[config.mk]
export PLATFORM = sky130hd
export DESIGN_NAME = cmp_cond_unit
export DESIGN_NICKNAME = d
export VERILOG_FILES = /design/src/rtl/cmpc_pkg.sv /design/src/rtl/cmpc_flag_calc.sv /design/src/rtl/cmpc_cond_eval.sv /design/src/rtl/cmpc_move_mux.sv /design/src/rtl/cmp_cond_unit.sv
export SDC_FILE = /design/constraint.sdc
export NUM_CORES = 1
export LEC_CHECK = 0
export CAP_MARGIN = 40
export CORE_ASPECT_RATIO = 0.5
export CORE_MARGIN = 10
export CORE_UTILIZATION = 30
export CTS_BUF_LIST = sky130_fd_sc_hd__clkbuf_16
export CTS_CLUSTER_DIAMETER = 40
export DETAILED_ROUTE_END_ITERATION = 7
export DONT_BUFFER_PORTS = 1
export HOLD_SLACK_MARGIN = 0.06
export RECOVER_POWER = 25
export SLEW_MARGIN = 15
export SYNTH_ARGS = -nofsm -noshare
export SYNTH_HDL_FRONTEND = slang
export SYNTH_SLANG_ARGS = --single-unit
[constraint.sdc]
create_clock -name clk_i -period 3.1 [get_ports clk_i]
set_input_delay 0.31 -clock clk_i [delete_from_list [all_inputs] [get_ports clk_i]]
set_output_delay 0.31 -clock clk_i [all_outputs]
set_load 0.05 [all_outputs]
[src/rtl/cmpc_pkg.sv]
package cmpc_pkg;
  localparam int unsigned DATA_W  = 32;
  localparam int unsigned CC_W    = 4;
  localparam int unsigned NUM_LANE = 3;  // 8, 16, 32 bit lanes

  typedef enum logic [1:0] {
    SZ_BYTE  = 2'd0,
    SZ_WORD  = 2'd1,
    SZ_DWORD = 2'd2,
    SZ_RSVD  = 2'd3
  } size_e;

  typedef struct packed {
    logic of_f;
    logic sf_f;
    logic zf_f;
    logic af_f;
    logic pf_f;
    logic cf_f;
  } flags_t;

  localparam int unsigned FLAG_W = $bits(flags_t);
endpackage

[src/rtl/cmpc_flag_calc.sv]
module cmpc_flag_calc
  import cmpc_pkg::*;
(
  input  size_e              size_i,
  input  logic [DATA_W-1:0]  a_i,
  input  logic [DATA_W-1:0]  b_i,
  output flags_t             flags_o
);
  flags_t lane_f [NUM_LANE];

  for (genvar g = 0; g < NUM_LANE; g++) begin : g_lane
    localparam int unsigned W = 8 << g;
    logic [W:0]   d;
    logic [W-1:0] r;
    always_comb begin
      d = {1'b0, a_i[W-1:0]} - {1'b0, b_i[W-1:0]};
      r = d[W-1:0];
      lane_f[g].cf_f = d[W];
      lane_f[g].zf_f = (r == '0);
      lane_f[g].sf_f = r[W-1];
      lane_f[g].of_f = (a_i[W-1] ^ b_i[W-1]) & (r[W-1] ^ a_i[W-1]);
      lane_f[g].pf_f = ~^r[7:0];
      lane_f[g].af_f = (a_i[3:0] < b_i[3:0]);
    end
  end

  always_comb begin
    unique case (size_i)
      SZ_BYTE: flags_o = lane_f[0];
      SZ_WORD: flags_o = lane_f[1];
      default: flags_o = lane_f[2];
    endcase
  end
endmodule

[src/rtl/cmpc_cond_eval.sv]
module cmpc_cond_eval
  import cmpc_pkg::*;
(
  input  flags_t          flags_i,
  input  logic [CC_W-1:0] cc_i,
  output logic            hit_o
);
  logic base;
  logic lt;

  always_comb begin
    lt = flags_i.sf_f ^ flags_i.of_f;
    unique case (cc_i[CC_W-1:1])
      3'd0: base = flags_i.of_f;
      3'd1: base = flags_i.cf_f;
      3'd2: base = flags_i.zf_f;
      3'd3: base = flags_i.cf_f | flags_i.zf_f;
      3'd4: base = flags_i.sf_f;
      3'd5: base = flags_i.pf_f;
      3'd6: base = lt;
      default: base = lt | flags_i.zf_f;
    endcase
    hit_o = base ^ cc_i[0];  // odd code negates
  end
endmodule

[src/rtl/cmpc_move_mux.sv]
module cmpc_move_mux
  import cmpc_pkg::*;
(
  input  logic              mov_i,
  input  size_e             size_i,
  input  logic              hit_i,
  input  logic [DATA_W-1:0] src_i,
  input  logic [DATA_W-1:0] dst_i,
  output logic              reject_o,
  output logic [DATA_W-1:0] dst_next_o
);
  localparam int unsigned HALF = DATA_W / 2;
  logic size_ok;

  always_comb begin
    size_ok    = (size_i == SZ_WORD) || (size_i == SZ_DWORD);
    reject_o   = mov_i & ~size_ok;
    dst_next_o = dst_i;
    if (mov_i && size_ok && hit_i) begin
      if (size_i == SZ_WORD) dst_next_o = {dst_i[DATA_W-1:HALF], src_i[HALF-1:0]};
      else                   dst_next_o = src_i;
    end
  end
endmodule

[src/rtl/cmp_cond_unit.sv]
module cmp_cond_unit
  import cmpc_pkg::*;
(
  input  logic              clk_i,
  input  logic              rst_ni,
  input  logic [1:0]        size_i,
  input  logic              cmp_i,
  input  logic [DATA_W-1:0] op_a_i,
  input  logic [DATA_W-1:0] op_b_i,
  input  logic              mov_i,
  input  logic [CC_W-1:0]   cc_i,
  input  logic [DATA_W-1:0] src_i,
  input  logic [DATA_W-1:0] dst_i,
  output logic [FLAG_W-1:0] flags_o,
  output logic              cond_true_o,
  output logic              reject_o,
  output logic [DATA_W-1:0] dst_next_o
);
  size_e  size;
  flags_t new_f, flags_q;
  logic   hit;

  assign size = size_e'(size_i);

  cmpc_flag_calc u_calc (
    .size_i (size),
    .a_i    (op_a_i),
    .b_i    (op_b_i),
    .flags_o(new_f)
  );

  always_ff @(posedge clk_i or negedge rst_ni) begin
    if (!rst_ni)                         flags_q <= '0;
    else if (cmp_i && size != SZ_RSVD)   flags_q <= new_f;
  end

  cmpc_cond_eval u_cond (
    .flags_i(flags_q),
    .cc_i   (cc_i),
    .hit_o  (hit)
  );

  cmpc_move_mux u_mov (
    .mov_i     (mov_i),
    .size_i    (size),
    .hit_i     (hit),
    .src_i     (src_i),
    .dst_i     (dst_i),
    .reject_o  (reject_o),
    .dst_next_o(dst_next_o)
  );

  assign flags_o     = flags_q;
  assign cond_true_o = hit;
endmodule

==> results.md <==
* Kind of critical path: primary input to flip-flop
* Synth Area in Compound Gates at 28.7%
* Ant diodes at 0
* GP Congestion at 0.873
* DP HPWL at 9740 um
* Nets at 623
* Worst Tran Pin Value at 0.663 ns
* Post-synth ARST share at 100%
* CP Buf/Inv Count at 1
* Rel. slew slack at 55.2%
* Critical Path Sink: flags_o[3]
* Largest net degree at the start of global routing at 17
* Hold Crit Class: primary input to async pin
* RSZ-0062 raised after global routing: yes
* Final WL at 10900 um
* Clk_lat worst skew at 0.23 ns
* Max Cap Viol at 0
* Element type at the critical path start: primary input
* Die ar. at 14700 um2
* DRC viols at 0
* CTS tree: built
* Most frequent cells in the layout: nand2_1 (45), inv_1 (42), ha_1 (37), a21oi_1 (35), nor2_1 (30)
* Register area share after synthesis at 4.98%
* DR vias/cell at 5.34
* Final worst path period need at 3.00 ns
* VDD IR max at 0.207 mV
* Die W at 162 um
* Clock Pin Slew Worst Setup and Hold Paths at 0.03 ns
* Top cells by area, synth: ha_1 (17%), mux2_2 (12%), a21oi_1 (5.8%)
* All-Layer GR Usage at 13.5%
* Number of fill cells in the layout at 1058
* Starting Density at 31.3%
* Layout cell share with drive strength beyond 1 at 21.5%
* Worst EP required at 3.23 ns
* Largest register FFs at 6
* Area Growth Syn to Fin at 18.4%
* Synth Area in Adders at 17.3%
* Cell taking the most area after synthesis: ha_1
* Post-Syn Nets at 605
* CP max stage delay at 0.35 ns
* Worst-case clock buffer depth at 2
* Largest family of logic cells by synthesized area: compound AO/OA/AOI/OAI gates
* Arr. time, crit path at 3.13 ns
* Placed cell area at 3390 um2
* Multiplexer share of the synthesized area at 13.0%
* Initial antenna violation count at 0
* Non-filler instance count after layout at 577
* Crit. End Element: flip-flop
* Critical-path cell list: inv_8 -> ha_4 -> fa_2 -> nand2b_4 -> nand2b_1 -> a21o_1 -> xnor2_1 -> ha_2 -> and3_4 -> nand3_4 -> or3_4 -> a2111oi_4 -> nand4_1 -> nor4_1 -> o2111ai_1 -> o31ai_1
* Cell variety after synth at 62
* Tcrit/Tclk final at 96.9%
* Fmax at 333 MHz
* Syn_area_per_cell at 7.08 um2
* Ys Warns at 0
* Vias in the first global route at 3037
* Die Ht at 90.9 um
* Routed wire per std cell at 18.9 um
* Final hold slack at 0.399 ns
* First-pass GRT wire length at 16600 um
* Commonest non-fill, non-tap cell in the layout: nand2_1
* GRT overflow at 0
* DRT iter0 DRCs at 188
* CP max-delay cell: fa_2
* Reg2reg path depth at 1
* Share of the synthesized area in the top cell type at 16.6%
* Worst r2r dst: flags_o[0]
* Io pins at 178
* Synthesized cell area at 3020 um2
* Final slew viol count at 0
* TritonRoute pass-1 iters at 5
* Outcome: complete, no violations
* Final setup viols at 0
* Port Buffers at 0
* Layout Skew at 0 ns
* Cells after DPL at 572
* Worst r2r src: flags_o[0]
* CP Depth at 16
* Post-route design area at 3570 um2
* Synth Area in Simple Gates at 20.2%
* R2R setup slack at 2.04 ns
* Pwr Total at 0.00130 W
* Core area at 9630 um2
* Delay-heaviest family, CP: simple AND/OR/NAND/NOR gates
* CTS Sinks at 6
* Antenna viol nets, final at 0
* Leakage at 1.59 nW
* Post-synth EDFFs at 0
* Num CTS Buffers at 3
* Synthesis-stage register bit count at 6
* Most used DFF post-synth: dfrtp_1
* Routed vias at 3082
* P per Cell Area at 363 nW/um2
* Root Buffer: clkbuf_16
* Row Count at 25
* Critical path origin: op_a_i[0]
* Xor/xnor share of the synthesized area at 7.55%
* Worst Path Max Fanout at 2
* Final hold viol count at 0
* H-tree levels at 1
* Synth Instances at 426
[worst min path at each step]
stage                     startpoint    endpoint  slack, ns  cells after the start
after floorplan               rst_ni  flags_o[0]       0.01                      0
final                         rst_ni  flags_o[0]       0.40                      1
after CTS                     rst_ni  flags_o[0]       0.40                      1
after detailed placement      rst_ni  flags_o[1]       0.01                      0
after global placement        rst_ni  flags_o[1]       0.01                      0
after global routing          rst_ni  flags_o[0]       0.41                      1
[report_power, final]
group | total (W) | leakage [nW] | internal, W | switching, W
sequential | 0.000153 | 0.0697 | 0.0000957 | 0.0000571
combinational | 0.000932 | 1.48 | 0.000365 | 0.000567
clock | 0.000211 | 0.0370 | 0.000166 | 0.0000449
total | 0.00130 | 1.59 | 0.000626 | 0.000669
[stage by stage]
stage	utilization, %	setup TNS (ns)	setup WS [ns]
5_1_grt	37.1	-0.160	-0.160
3_5_place_dp	35.2	-0.245	-0.245
6_report	37.1	0	0.0962
2_1_floorplan	-	0	0.00401
3_3_place_gp	35.1	-0.111	-0.111
4_1_cts	36.1	0	0.0345
[final cells by class]
type / count / area [um2] / area share [%]
Timing Repair Buffer: 33 / 246 / 6.90
Multi-Input combinational cell: 357 / 2760 / 77.2
Tap cell: 135 / 169 / 4.73
Sequential cell: 6 / 154 / 4.31
Clock buffer: 3 / 75.1 / 2.10
Inverter: 43 / 169 / 4.73
[cells in the mapped netlist (4+ instances only)]
cell type,n
nand2_1,45
inv_1,43
ha_1,40
a21oi_1,35
mux2_2,33
nor2_1,30
o21ai_0,20
xnor2_1,18
clkbuf_1,12
a21o_1,11
nand2b_1,9
a31oi_1,8
nand4_1,8
xor2_1,8
o21bai_1,7
buf_2,6
dfrtp_1,6
nor2b_1,6
nor4_1,5
o21a_1,5
nand3_1,4
nor3_1,4
o211ai_1,4
[layer usage]
metal | vias up | wire length (um) | global-route usage (%)
met5 | - | 0 | 0
met4 | 0 | 33 | 1.43
met3 | 4 | 772 | 3.46
met2 | 105 | 5400 | 24.3
met1 | 1408 | 4670 | 16.2
li1 | 1565 | - | -
[logic make-up after synthesis]
logic type / Yosys count
and+or+nand+nor: 127
AOI/OAI and AO/OA: 128
DFF: 6
xor gates and xnor gates: 26
adders and majority gates: 41
buffers and inverters: 63
muxes: 35
[what timing repair did]
item,in CTS,in global routing
hold buffers,1,0
buffers inserted,0,1
gates resized for setup,0,18
pin swaps,1,11
hold endpoints to repair,6,0
endpoints found under the setup margin,1,5
cloned,0,0
(Power assumes the default switching activity.)
